$ cat src/rtl/sram_ctrl_pkg.sv
`timescale 1ns/1ps
// Shared types and timing helpers for the SRAM controller.
// Assumes all timing figures are whole nanoseconds.
package sram_ctrl_pkg;

    // Sequencer states; every pin pattern is decoded from one of these.
    typedef enum logic [2:0] {
        ST_IDLE,
        ST_RD,
        ST_WR_LO,
        ST_WR_HI,
        ST_PD,
        ST_PD_REC
    } st_e;

    // Round a duration in ns up to whole clock cycles.
    function automatic int ns2cyc(input int ns, input int clk_ns);
        return (ns + clk_ns - 1) / clk_ns;
    endfunction

    function automatic int max2(input int a, input int b);
        return (a > b) ? a : b;
    endfunction

endpackage

$ cat src/rtl/sram_cnt.sv
`timescale 1ns/1ps
// Loadable down counter used to time one sequencer phase.
// Assumes load has priority; the counter parks at zero.
module sram_cnt #(
    parameter int W = 4
) (
    input  logic         clk,
    input  logic         rst_n,
    input  logic         load,
    input  logic [W-1:0] load_val,
    output logic         zero
);
    logic [W-1:0] cnt_q;

    // Load a new phase length or count down towards zero.
    always_ff @(posedge clk) begin
        if (!rst_n)             cnt_q <= '0;
        else if (load)          cnt_q <= load_val;
        else if (cnt_q != '0)   cnt_q <= cnt_q - 1'b1;
    end

    assign zero = (cnt_q == '0);
endmodule

$ cat src/rtl/sram_seq.sv
`timescale 1ns/1ps
// Access sequencer: picks the phase, times it with counters, and
// produces accept/done strobes. Assumes phase lengths of at least 1.
module sram_seq
    import sram_ctrl_pkg::*;
#(
    parameter int RD_CYC = 7,
    parameter int WE_CYC = 6,
    parameter int WT_CYC = 1,
    parameter int PD_CYC = 500000,
    parameter int ACC_W  = 3,
    parameter int PD_W   = 19
) (
    input  logic clk,
    input  logic rst_n,
    input  logic req_valid,
    input  logic req_write,
    input  logic pd_req,
    output st_e  st_q,
    output st_e  st_nxt,
    output logic accept,
    output logic done,
    output logic ready
);
    localparam logic [ACC_W-1:0] RD_LD = ACC_W'(RD_CYC - 1);
    localparam logic [ACC_W-1:0] WE_LD = ACC_W'(WE_CYC - 1);
    localparam logic [ACC_W-1:0] WT_LD = ACC_W'(WT_CYC - 1);
    localparam logic [PD_W-1:0]  PD_LD = PD_W'(PD_CYC - 1);

    logic             acc_zero, pd_zero, acc_load, pd_load;
    logic [ACC_W-1:0] acc_val;

    assign ready  = (st_q == ST_IDLE) && !pd_req;
    assign accept = ready && req_valid;
    assign done   = ((st_q == ST_RD) || (st_q == ST_WR_HI)) && acc_zero;

    // Next phase from the current phase, counters and host inputs.
    always_comb begin
        st_nxt = st_q;
        unique case (st_q)
            ST_IDLE:   if (pd_req) st_nxt = ST_PD;
                       else if (req_valid) st_nxt = req_write ? ST_WR_LO : ST_RD;
            ST_RD:     if (acc_zero) st_nxt = ST_IDLE;
            ST_WR_LO:  if (acc_zero) st_nxt = ST_WR_HI;
            ST_WR_HI:  if (acc_zero) st_nxt = ST_IDLE;
            ST_PD:     if (!pd_req) st_nxt = ST_PD_REC;
            ST_PD_REC: if (pd_req) st_nxt = ST_PD;
                       else if (pd_zero) st_nxt = ST_IDLE;
            default:   st_nxt = ST_IDLE;
        endcase
    end

    // Phase length loaded on entry to each timed phase.
    always_comb begin
        unique case (st_nxt)
            ST_RD:    acc_val = RD_LD;
            ST_WR_LO: acc_val = WE_LD;
            ST_WR_HI: acc_val = WT_LD;
            default:  acc_val = '0;
        endcase
    end

    assign acc_load = (st_nxt != st_q);
    assign pd_load  = (st_nxt == ST_PD_REC) && (st_q != ST_PD_REC);

    // Phase register.
    always_ff @(posedge clk) begin
        if (!rst_n) st_q <= ST_IDLE;
        else        st_q <= st_nxt;
    end

    sram_cnt #(.W(ACC_W)) u_acc_cnt (
        .clk(clk), .rst_n(rst_n), .load(acc_load), .load_val(acc_val), .zero(acc_zero)
    );

    sram_cnt #(.W(PD_W)) u_pd_cnt (
        .clk(clk), .rst_n(rst_n), .load(pd_load), .load_val(PD_LD), .zero(pd_zero)
    );
endmodule

$ cat src/rtl/sram_pins.sv
`timescale 1ns/1ps
// Pin stage: registers every memory pin from the next phase so the
// strobes are glitch free, holds address and write data, captures reads.
module sram_pins
    import sram_ctrl_pkg::*;
#(
    parameter int ADDR_W = 17,
    parameter int DATA_W = 8
) (
    input  logic              clk,
    input  logic              rst_n,
    input  st_e               st_q,
    input  st_e               st_nxt,
    input  logic              accept,
    input  logic              done,
    input  logic [ADDR_W-1:0] req_addr,
    input  logic [DATA_W-1:0] req_wdata,
    input  logic [DATA_W-1:0] mem_dq_i,
    output logic [ADDR_W-1:0] mem_addr,
    output logic              mem_cs1_n,
    output logic              mem_cs2,
    output logic              mem_we_n,
    output logic              mem_oe_n,
    output logic [DATA_W-1:0] mem_dq_o,
    output logic              mem_dq_oe,
    output logic              rsp_valid,
    output logic [DATA_W-1:0] rsp_rdata
);
    logic sel_nxt, wr_nxt;

    assign wr_nxt  = (st_nxt == ST_WR_LO) || (st_nxt == ST_WR_HI);
    assign sel_nxt = wr_nxt || (st_nxt == ST_RD);

    // Strobes and bus drive decoded from the coming phase.
    always_ff @(posedge clk) begin
        if (!rst_n) begin
            mem_cs1_n <= 1'b1;
            mem_cs2   <= 1'b0;
            mem_we_n  <= 1'b1;
            mem_oe_n  <= 1'b1;
            mem_dq_oe <= 1'b0;
        end else begin
            mem_cs1_n <= !sel_nxt;
            mem_cs2   <= sel_nxt;
            mem_we_n  <= (st_nxt != ST_WR_LO);
            mem_oe_n  <= (st_nxt != ST_RD);
            mem_dq_oe <= wr_nxt;
        end
    end

    // Address and write data latched on acceptance, held to the next one.
    always_ff @(posedge clk) begin
        if (!rst_n) begin
            mem_addr <= '0;
            mem_dq_o <= '0;
        end else if (accept) begin
            mem_addr <= req_addr;
            mem_dq_o <= req_wdata;
        end
    end

    // Read capture at the edge closing the access, plus the done pulse.
    always_ff @(posedge clk) begin
        if (!rst_n) begin
            rsp_valid <= 1'b0;
            rsp_rdata <= '0;
        end else begin
            rsp_valid <= done;
            if (done && (st_q == ST_RD)) rsp_rdata <= mem_dq_i;
        end
    end
endmodule

$ cat src/rtl/sram_ctrl.sv
`timescale 1ns/1ps
// Asynchronous SRAM controller top. Converts single host requests into
// cycle-counted read/write accesses and a held power-down deselect.
// Assumes CLK_NS is the system clock period in whole ns and that the
// memory timing follows the selected GRADE_NS (70 or 100).
module sram_ctrl
    import sram_ctrl_pkg::*;
#(
    parameter int ADDR_W    = 17,
    parameter int DATA_W    = 8,
    parameter int CLK_NS    = 10,
    parameter int GRADE_NS  = 70,
    parameter int PD_REC_NS = 5000000
) (
    input  logic              clk,
    input  logic              rst_n,
    input  logic              req_valid,
    output logic              req_ready,
    input  logic              req_write,
    input  logic [ADDR_W-1:0] req_addr,
    input  logic [DATA_W-1:0] req_wdata,
    output logic              rsp_valid,
    output logic [DATA_W-1:0] rsp_rdata,
    input  logic              pd_req,
    output logic [ADDR_W-1:0] mem_addr,
    output logic              mem_cs1_n,
    output logic              mem_cs2,
    output logic              mem_we_n,
    output logic              mem_oe_n,
    output logic [DATA_W-1:0] mem_dq_o,
    output logic              mem_dq_oe,
    input  logic [DATA_W-1:0] mem_dq_i
);
    localparam bit SLOW     = (GRADE_NS >= 100);
    localparam int T_WP_NS  = SLOW ? 75 : 55;
    localparam int T_DS_NS  = SLOW ? 40 : 30;
    localparam int T_OE_NS  = SLOW ? 50 : 35;
    localparam int RD_CYC   = max2(ns2cyc(GRADE_NS, CLK_NS), ns2cyc(T_OE_NS, CLK_NS));
    localparam int WE_CYC   = max2(ns2cyc(T_WP_NS, CLK_NS), ns2cyc(T_DS_NS, CLK_NS));
    localparam int WR_CYC   = max2(ns2cyc(GRADE_NS, CLK_NS), WE_CYC + 1);
    localparam int WT_CYC   = WR_CYC - WE_CYC;
    localparam int PD_CYC   = max2(ns2cyc(PD_REC_NS, CLK_NS), 1);
    localparam int ACC_W    = $clog2(max2(RD_CYC, max2(WE_CYC, WT_CYC)) + 1);
    localparam int PD_W     = $clog2(PD_CYC + 1);

    st_e  st_q, st_nxt;
    logic accept, done;

    sram_seq #(
        .RD_CYC(RD_CYC), .WE_CYC(WE_CYC), .WT_CYC(WT_CYC), .PD_CYC(PD_CYC),
        .ACC_W(ACC_W), .PD_W(PD_W)
    ) u_seq (
        .clk(clk), .rst_n(rst_n), .req_valid(req_valid), .req_write(req_write),
        .pd_req(pd_req), .st_q(st_q), .st_nxt(st_nxt), .accept(accept),
        .done(done), .ready(req_ready)
    );

    sram_pins #(.ADDR_W(ADDR_W), .DATA_W(DATA_W)) u_pins (
        .clk(clk), .rst_n(rst_n), .st_q(st_q), .st_nxt(st_nxt), .accept(accept),
        .done(done), .req_addr(req_addr), .req_wdata(req_wdata), .mem_dq_i(mem_dq_i),
        .mem_addr(mem_addr), .mem_cs1_n(mem_cs1_n), .mem_cs2(mem_cs2),
        .mem_we_n(mem_we_n), .mem_oe_n(mem_oe_n), .mem_dq_o(mem_dq_o),
        .mem_dq_oe(mem_dq_oe), .rsp_valid(rsp_valid), .rsp_rdata(rsp_rdata)
    );
endmodule

$ cat config.mk
export PLATFORM = sky130hd
export DESIGN_NAME = sram_ctrl
export DESIGN_NICKNAME = d
export VERILOG_FILES = /design/src/rtl/sram_ctrl_pkg.sv /design/src/rtl/sram_cnt.sv /design/src/rtl/sram_seq.sv /design/src/rtl/sram_pins.sv /design/src/rtl/sram_ctrl.sv
export SDC_FILE = /design/constraint.sdc
export NUM_CORES = 1
export LEC_CHECK = 0
export ABC_AREA = 1
export BUFFER_PORTS_ARGS = -buffer_cell sky130_fd_sc_hd__buf_2
export CORE_ASPECT_RATIO = 0.5
export CORE_MARGIN = 2
export CORE_UTILIZATION = 55
export DETAILED_ROUTE_END_ITERATION = 10
export GPL_ROUTABILITY_DRIVEN = 0
export GPL_TIMING_DRIVEN = 0
export PLACE_DENSITY = 0.9
export RECOVER_POWER = 50
export SYNTH_ARGS = -nofsm -noshare
export SYNTH_HDL_FRONTEND = slang
export SYNTH_SLANG_ARGS = --single-unit
$ cat constraint.sdc
create_clock -name clk -period 3.54 [get_ports clk]
set_clock_uncertainty 0.15 [all_clocks]
set_input_delay 0.531 -clock clk [delete_from_list [all_inputs] [get_ports clk]]
set_output_delay 0.531 -clock clk [all_outputs]
set_load 0.01 [all_outputs]
### After elaboration in Yosys (flattened, before gate mapping)

Cells that the tools add are included.

| operators by class | value |
|---|---|
| add/subtract/negate cells | 2 |
| $mul | 0 |
| div/mod/pow operators | 0 |
| $lt $le $gt $ge | 0 |
| eq/ne operators | 13 |
| shift-type cells | 0 |
| muxes and demuxes | 14 |
| bitwise operators | 1 |
| reductions and logical operators | 19 |

Operator list:

| cell | count |
|---|---|
| 19-bit two-way mux | 2 |
| 3-bit two-way mux | 9 |
| 19-bit zero test | 1 |
| 19-bit nonzero test | 1 |
| 19-bit by 1-bit subtractor with 19-bit output, second input constant | 1 |
| 3-bit one-hot mux with 5 select lines | 1 |
| 3-bit by 2-bit equality test with 1-bit output, second input constant | 4 |
| 3-bit equality test, second input constant | 3 |
| 3-bit by 1-bit equality test with 1-bit output, second input constant | 2 |
| 3-bit zero test | 2 |
| 3-bit one-hot mux with 2 select lines | 1 |
| 1-bit logical AND | 5 |
| 2-bit nonzero test | 2 |
| 2-bit OR reduction | 2 |
| 1-bit logical OR | 3 |
| 3-bit by 1-bit != test with 1-bit output, second input constant | 1 |
| 3-bit by 2-bit != test with 1-bit output, second input constant | 1 |
| 3-bit != test | 1 |
| 3-bit != test, second input constant | 1 |
| 3-bit nonzero test | 1 |
| 3-bit by 1-bit subtractor with 3-bit output, second input constant | 1 |
| 1-bit zero test | 2 |
| 2-bit two-way mux | 1 |
| 1-bit NOT | 1 |

| storage, ports and cells | value |
|---|---|
| register bits | 64 |
| latch bits | 0 |
| memory bits (writable) | 0 |
| bits in read-only memories | 0 |
| input bits | 38 |
| output and inout port bits | 40 |
| logic and storage cells | 62 |
| memories kept | 0 |

### Longest topological paths before layout

| logic depth | value |
|---|---|
| depth after elaboration | 8 |
| depth in mapped cells | 14 |
| gate-level depth less buffers | 14 |

### By module

Synthesis repeated with hierarchy kept, for this count alone.

| unflattened totals | value |
|---|---|
| cell total of the unflattened synthesis | 485 |
| area, all modules | 3246.9 um2 |

Modules (own cells, without submodules):

| module | times used | cells an instance | area an instance (um2) | seq. area each (um2) |
|---|---|---|---|---|
| sram_pins | 1 | 180 | 1403.8 | 780.7 |
| sram_cnt at u_seq.u_pd_cnt | 1 | 210 | 1275.0 | 380.4 |
| sram_seq | 1 | 66 | 367.9 | 60.1 |
| sram_cnt at u_seq.u_acc_cnt | 1 | 29 | 200.2 | 60.1 |

### Worst setup path after synthesis

Ideal clock, no wire load.

| path | value |
|---|---|
| path type | register -> register |
| start point | register u_seq.u_acc_cnt.cnt_q[0] |
| end point | register u_seq.u_acc_cnt.cnt_q[1] |
| library setup time | 0.132 ns |
| arrival time | 1.640 ns |
| required time | 3.258 ns |
| path slack | 1.617 ns |
| cell stages (with the launch flop) | 12 |
| path buffers | 0 |
| period minus slack after synthesis | 1.923 ns |
| cell sequence | dfxtp_1 > inv_1 > ha_1 > inv_1 > nor2_1 > o21ai_0 > nor2_1 > nand3_1 > a21oi_4 > nand2_1 > nand2_1 > a21oi_1 |

| between the ends | value |
|---|---|
| word-level cells in the longest chain between the ends | 6 |
| elaborated cells on any way between the ends | 13 |
| those cells by class | 1 x add/sub; 3 x eq/ne; 6 x mux; 3 x reduce/logical |

Ends and longest elaborated chain:

| what | RTL line | text |
|---|---|---|
| from (decl) | sram_cnt.sv:13 | `logic [W-1:0] cnt_q;` |
| from (signal assigned) | sram_cnt.sv:18 | `else if (load) cnt_q <= load_val;` |
| from (signal assigned) | sram_cnt.sv:19 | `else if (cnt_q != '0) cnt_q <= cnt_q - 1'b1;` |
| 3-bit zero test | sram_cnt.sv:22 | `assign zero = (cnt_q == '0);` |
| 3-bit two-way mux, on equally long branches | sram_seq.sv:43, sram_seq.sv:45, sram_seq.sv:44 |  |
| 3-bit one-hot mux with 5 select lines | sram_seq.sv:40 | `unique case (st_q)` |
| 3-bit by 2-bit equality test with 1-bit output or 3-bit by 1-bit equality test with 1-bit output (tied branches) | sram_seq.sv:55 | `unique case (st_nxt)` |
| 3-bit one-hot mux with 2 select lines | sram_seq.sv:55 |  |
| 3-bit two-way mux | sram_cnt.sv:18 |  |

Parallel ways exist; a longest one is shown, timed or not. The select of a mux whose other input is x is not followed.
A chain may end at the register's enable or synchronous reset.

### Worst setup path after layout

| path | value |
|---|---|
| start point | register u_seq.st_q[0] |
| end point | output port req_ready |

| between the ends | value |
|---|---|
| word-level cells in the longest chain between the ends | 2 |

Ends and longest elaborated chain:

| what | RTL line | text |
|---|---|---|
| from (decl) | sram_seq.sv:19 | `output st_e st_q,` |
| from (signal assigned) | sram_seq.sv:69 | `else st_q <= st_nxt;` |
| 3-bit zero test | sram_seq.sv:33 | `assign ready = (st_q == ST_IDLE) && !pd_req;` |
| 1-bit logical AND | sram_seq.sv:33 |  |
| to (decl) | sram_ctrl.sv:18 | `output logic req_ready,` |

No other way between the ends.

==> run_results.csv <==
group,metric,value,unit
run_status,status,"finished, final reports clean",
power_and_ir_drop,power.density,749,nW/um^2
power_and_ir_drop,power_leakage,1.41,nW
clock_tree,postCtsSetupRepairBufs,0,
sta,hold_viol_final,0,
floorplanning,core-area,4840,sq um
layout,layout_commonest_cell,"nand2_1",
sta,post-route-period-util,0.825,
layout,num-nets-final,495,
detailed_routing,drc,0,
setup_path,critPathKind,"reg -> out",
sta,rsz0062_at_grt,"false",
clock_tree,clk_path_buf_depth,2,
detailed_routing,wl_met3,421,um
layout,fin_cells,529,
global_routing,overflow,0,
floorplanning,dieArea,5570,sq um
setup_path,cp_max_fo,10,
clock_tree,cts_root_buf,"clkbuf_8",
detailed_routing,wl,6.51,mm
global_routing,grt_pass1_wl,10.3,mm
clock_tree,worstSkewPairLatency,0.35,ns
power_and_ir_drop,p_total,2.50,mW
floorplanning,die_w,104,um
synth,synth_enable_flop_cells,0,
floorplanning,die_h,53.8,um
setup_path,required,2.86,ns
worst_hold_path,min-delay-path-class,"in -> reg",
detailed_routing,ant_nets,0,
detailed_routing,firstDrtPassIters,5,
setup_path,max_stage_delay,0.67,ns
synth,synth_area,2730,sq um
setup_path,crit_chain,"nor2_2, inv_2, nor2_1, clkbuf_1, buf_2",
layout,diodes,0,
global_routing,track_usage,0.243,
sta,setup_viol,0,
detailed_routing,wl_met2,3.18,mm
sta,tightest_slew,0.867,ns
clock_tree,clock_sinks,64,
global_routing,antenna_found_initial,0,
sta,max_freq,342,MHz
sta,slew_violations,0,
flow_run,maxCapViolations,0,
synth,syn_avg_cell_area,7.45,sq um
place,post-dp-hpwl,4.49,mm
detailed_routing,top_layer,"met4",
synth,netlist_instances,366,
detailed_routing,vias,2691,
detailed_routing,wl_met1,2.83,mm
clock_tree,path_clk_slew,0.07,ns
floorplanning,start_util,0.563,
layout,final_cell_mix,"nand2_1 (67), dfxtp_1 (64), clkbuf_1 (53), a21oi_1 (50), nor2_1 (42)",
synth,ys.flop_type,"dfxtp_1",
place,dp_cells,513,
setup_path,end_kind,"output port",
layout,synthToLayoutAreaGrowth,22.1,%
setup_path,critPathArrivalTime,2.24,ns
synth,async_flop_share,0,
synth,yosys_warnings,0,
synth,ys_seq_area_frac,0.470,
setup_path,slowest_stage,"nor2_1",
detailed_routing,drtIter0Drc,137,
floorplanning,io_pins,78,
sta,slew_headroom,0.420,
detailed_routing,wl_per_cell,12.3,um
synth,synth_nets,407,
power_and_ir_drop,ir_worst_vdd,0.388,mV
clock_tree,ctsHoldBuffers,0,
global_routing,grt_start_max_net_pins,11,
detailed_routing,viasPerCell,5.09,
layout,drive_gt1_frac,0.148,
global_routing,grt_pass1_vias,2345,
floorplanning,row_count,18,
clock_tree,htreeDepth,3,
clock_tree,tritoncts,"built",
sta,fin_setup_tns,0,ns
synth,ys_types,29,
setup_path,crit_path_start_kind,"flip-flop",
sta,period_minus_slack,2.92,ns
clock_tree,cts_made_buffers,9,
place,buffer_ports.inserted,77,
synth,ys_seq_elements,64,
layout,final_util,0.688,
clock_tree,cts_resized,0,
-- cells by family after synthesis --
group,count (synthesis),synth area share
simple gates,173,0.293
compound gates,69,0.133
flops,64,0.470
buf+inv,51,0.0706
xor+xnor,6,0.0193
fa+ha+maj,3,0.0138
-- cell usage after synthesis, types with 4 or more instances --
master    number  share of area
dfxtp_1       64           0.47
nor2_2         4         0.0092
nor3_1         5         0.0092
a21oi_1       50          0.092
nand2_2        4         0.0092
xor2_1         4          0.013
a31oi_1        4         0.0092
nand3_1       41          0.075
o21ai_0       13          0.024
clkbuf_1       8          0.011
buf_1          4         0.0055
nand2_1       67          0.092
nor2_1        40          0.055
inv_1         35          0.048
-- final cells by class --
type / instances / area (sq um)
Clock inverter: 3 / 40.0
Fill cell: 428 / 1510
Multi-Input combinational cell: 251 / 1230
Tap cell: 70 / 87.6
Timing Repair Buffer: 77 / 335
Inverter: 38 / 143
Clock buffer: 13 / 159
Buffer: 13 / 50.0
Sequential cell: 64 / 1280
-- state kept, by name, indices dropped and copies added (netlist names) --
name / cells
u_pins.mem_addr: 17
u_pins.mem_cs1_n: 1
u_pins.mem_cs2: 1
u_pins.mem_dq_o: 8
u_pins.mem_dq_oe: 1
u_pins.mem_oe_n: 1
u_pins.mem_we_n: 1
u_pins.rsp_rdata: 8
u_pins.rsp_valid: 1
u_seq.st_q: 3
u_seq.u_acc_cnt.cnt_q: 3
u_seq.u_pd_cnt.cnt_q: 19
-- per-layer routing --
layer,vias to the layer above,GRT usage
li1,1368,-
met1,1233,0.270
met4,0,0.0856
met2,78,0.430
met3,12,0.109
met5,-,0
-- per-stage QoR --
stage	hold WS, ns	setup WS [ns]	area [sq um]
final	0.296	0.618	3330
after global routing	0.284	0.492	3330
after CTS	0.286	1.10	3400
after detailed placement	0.300	1.23	3200
after global placement	0.294	1.23	3200
after floorplan	0.294	1.62	2730
-- final timing paths --
kind / to / from / slack (ns) / depth (start not counted)
hold / removal: u_pins.rsp_rdata[3] / mem_dq_i[3] / 0.30 / 3
setup / recovery: req_ready / u_seq.st_q[0] / 0.62 / 5
hold reg to reg: u_pins.mem_dq_o[0] / u_pins.mem_dq_o[0] / 0.31 / 2
setup reg to reg: u_seq.u_acc_cnt.cnt_q[1] / u_seq.st_q[0] / 1.05 / 12
-- worst max-delay path: cells and delay by family (launching register included) --
family | cells | cell delay [ns]
buffers and inverters | 3 | 0.67
flip-flops | 1 | 0.38
AND/OR/NAND/NOR | 2 | 0.83
-- power by group --
| group | switching, mW | internal, mW |
|---|---|---|
| clock | 0.279 | 0.362 |
| combinational | 0.579 | 0.309 |
| sequential | 0.102 | 0.866 |
Power figures use the tool's default switching activity.
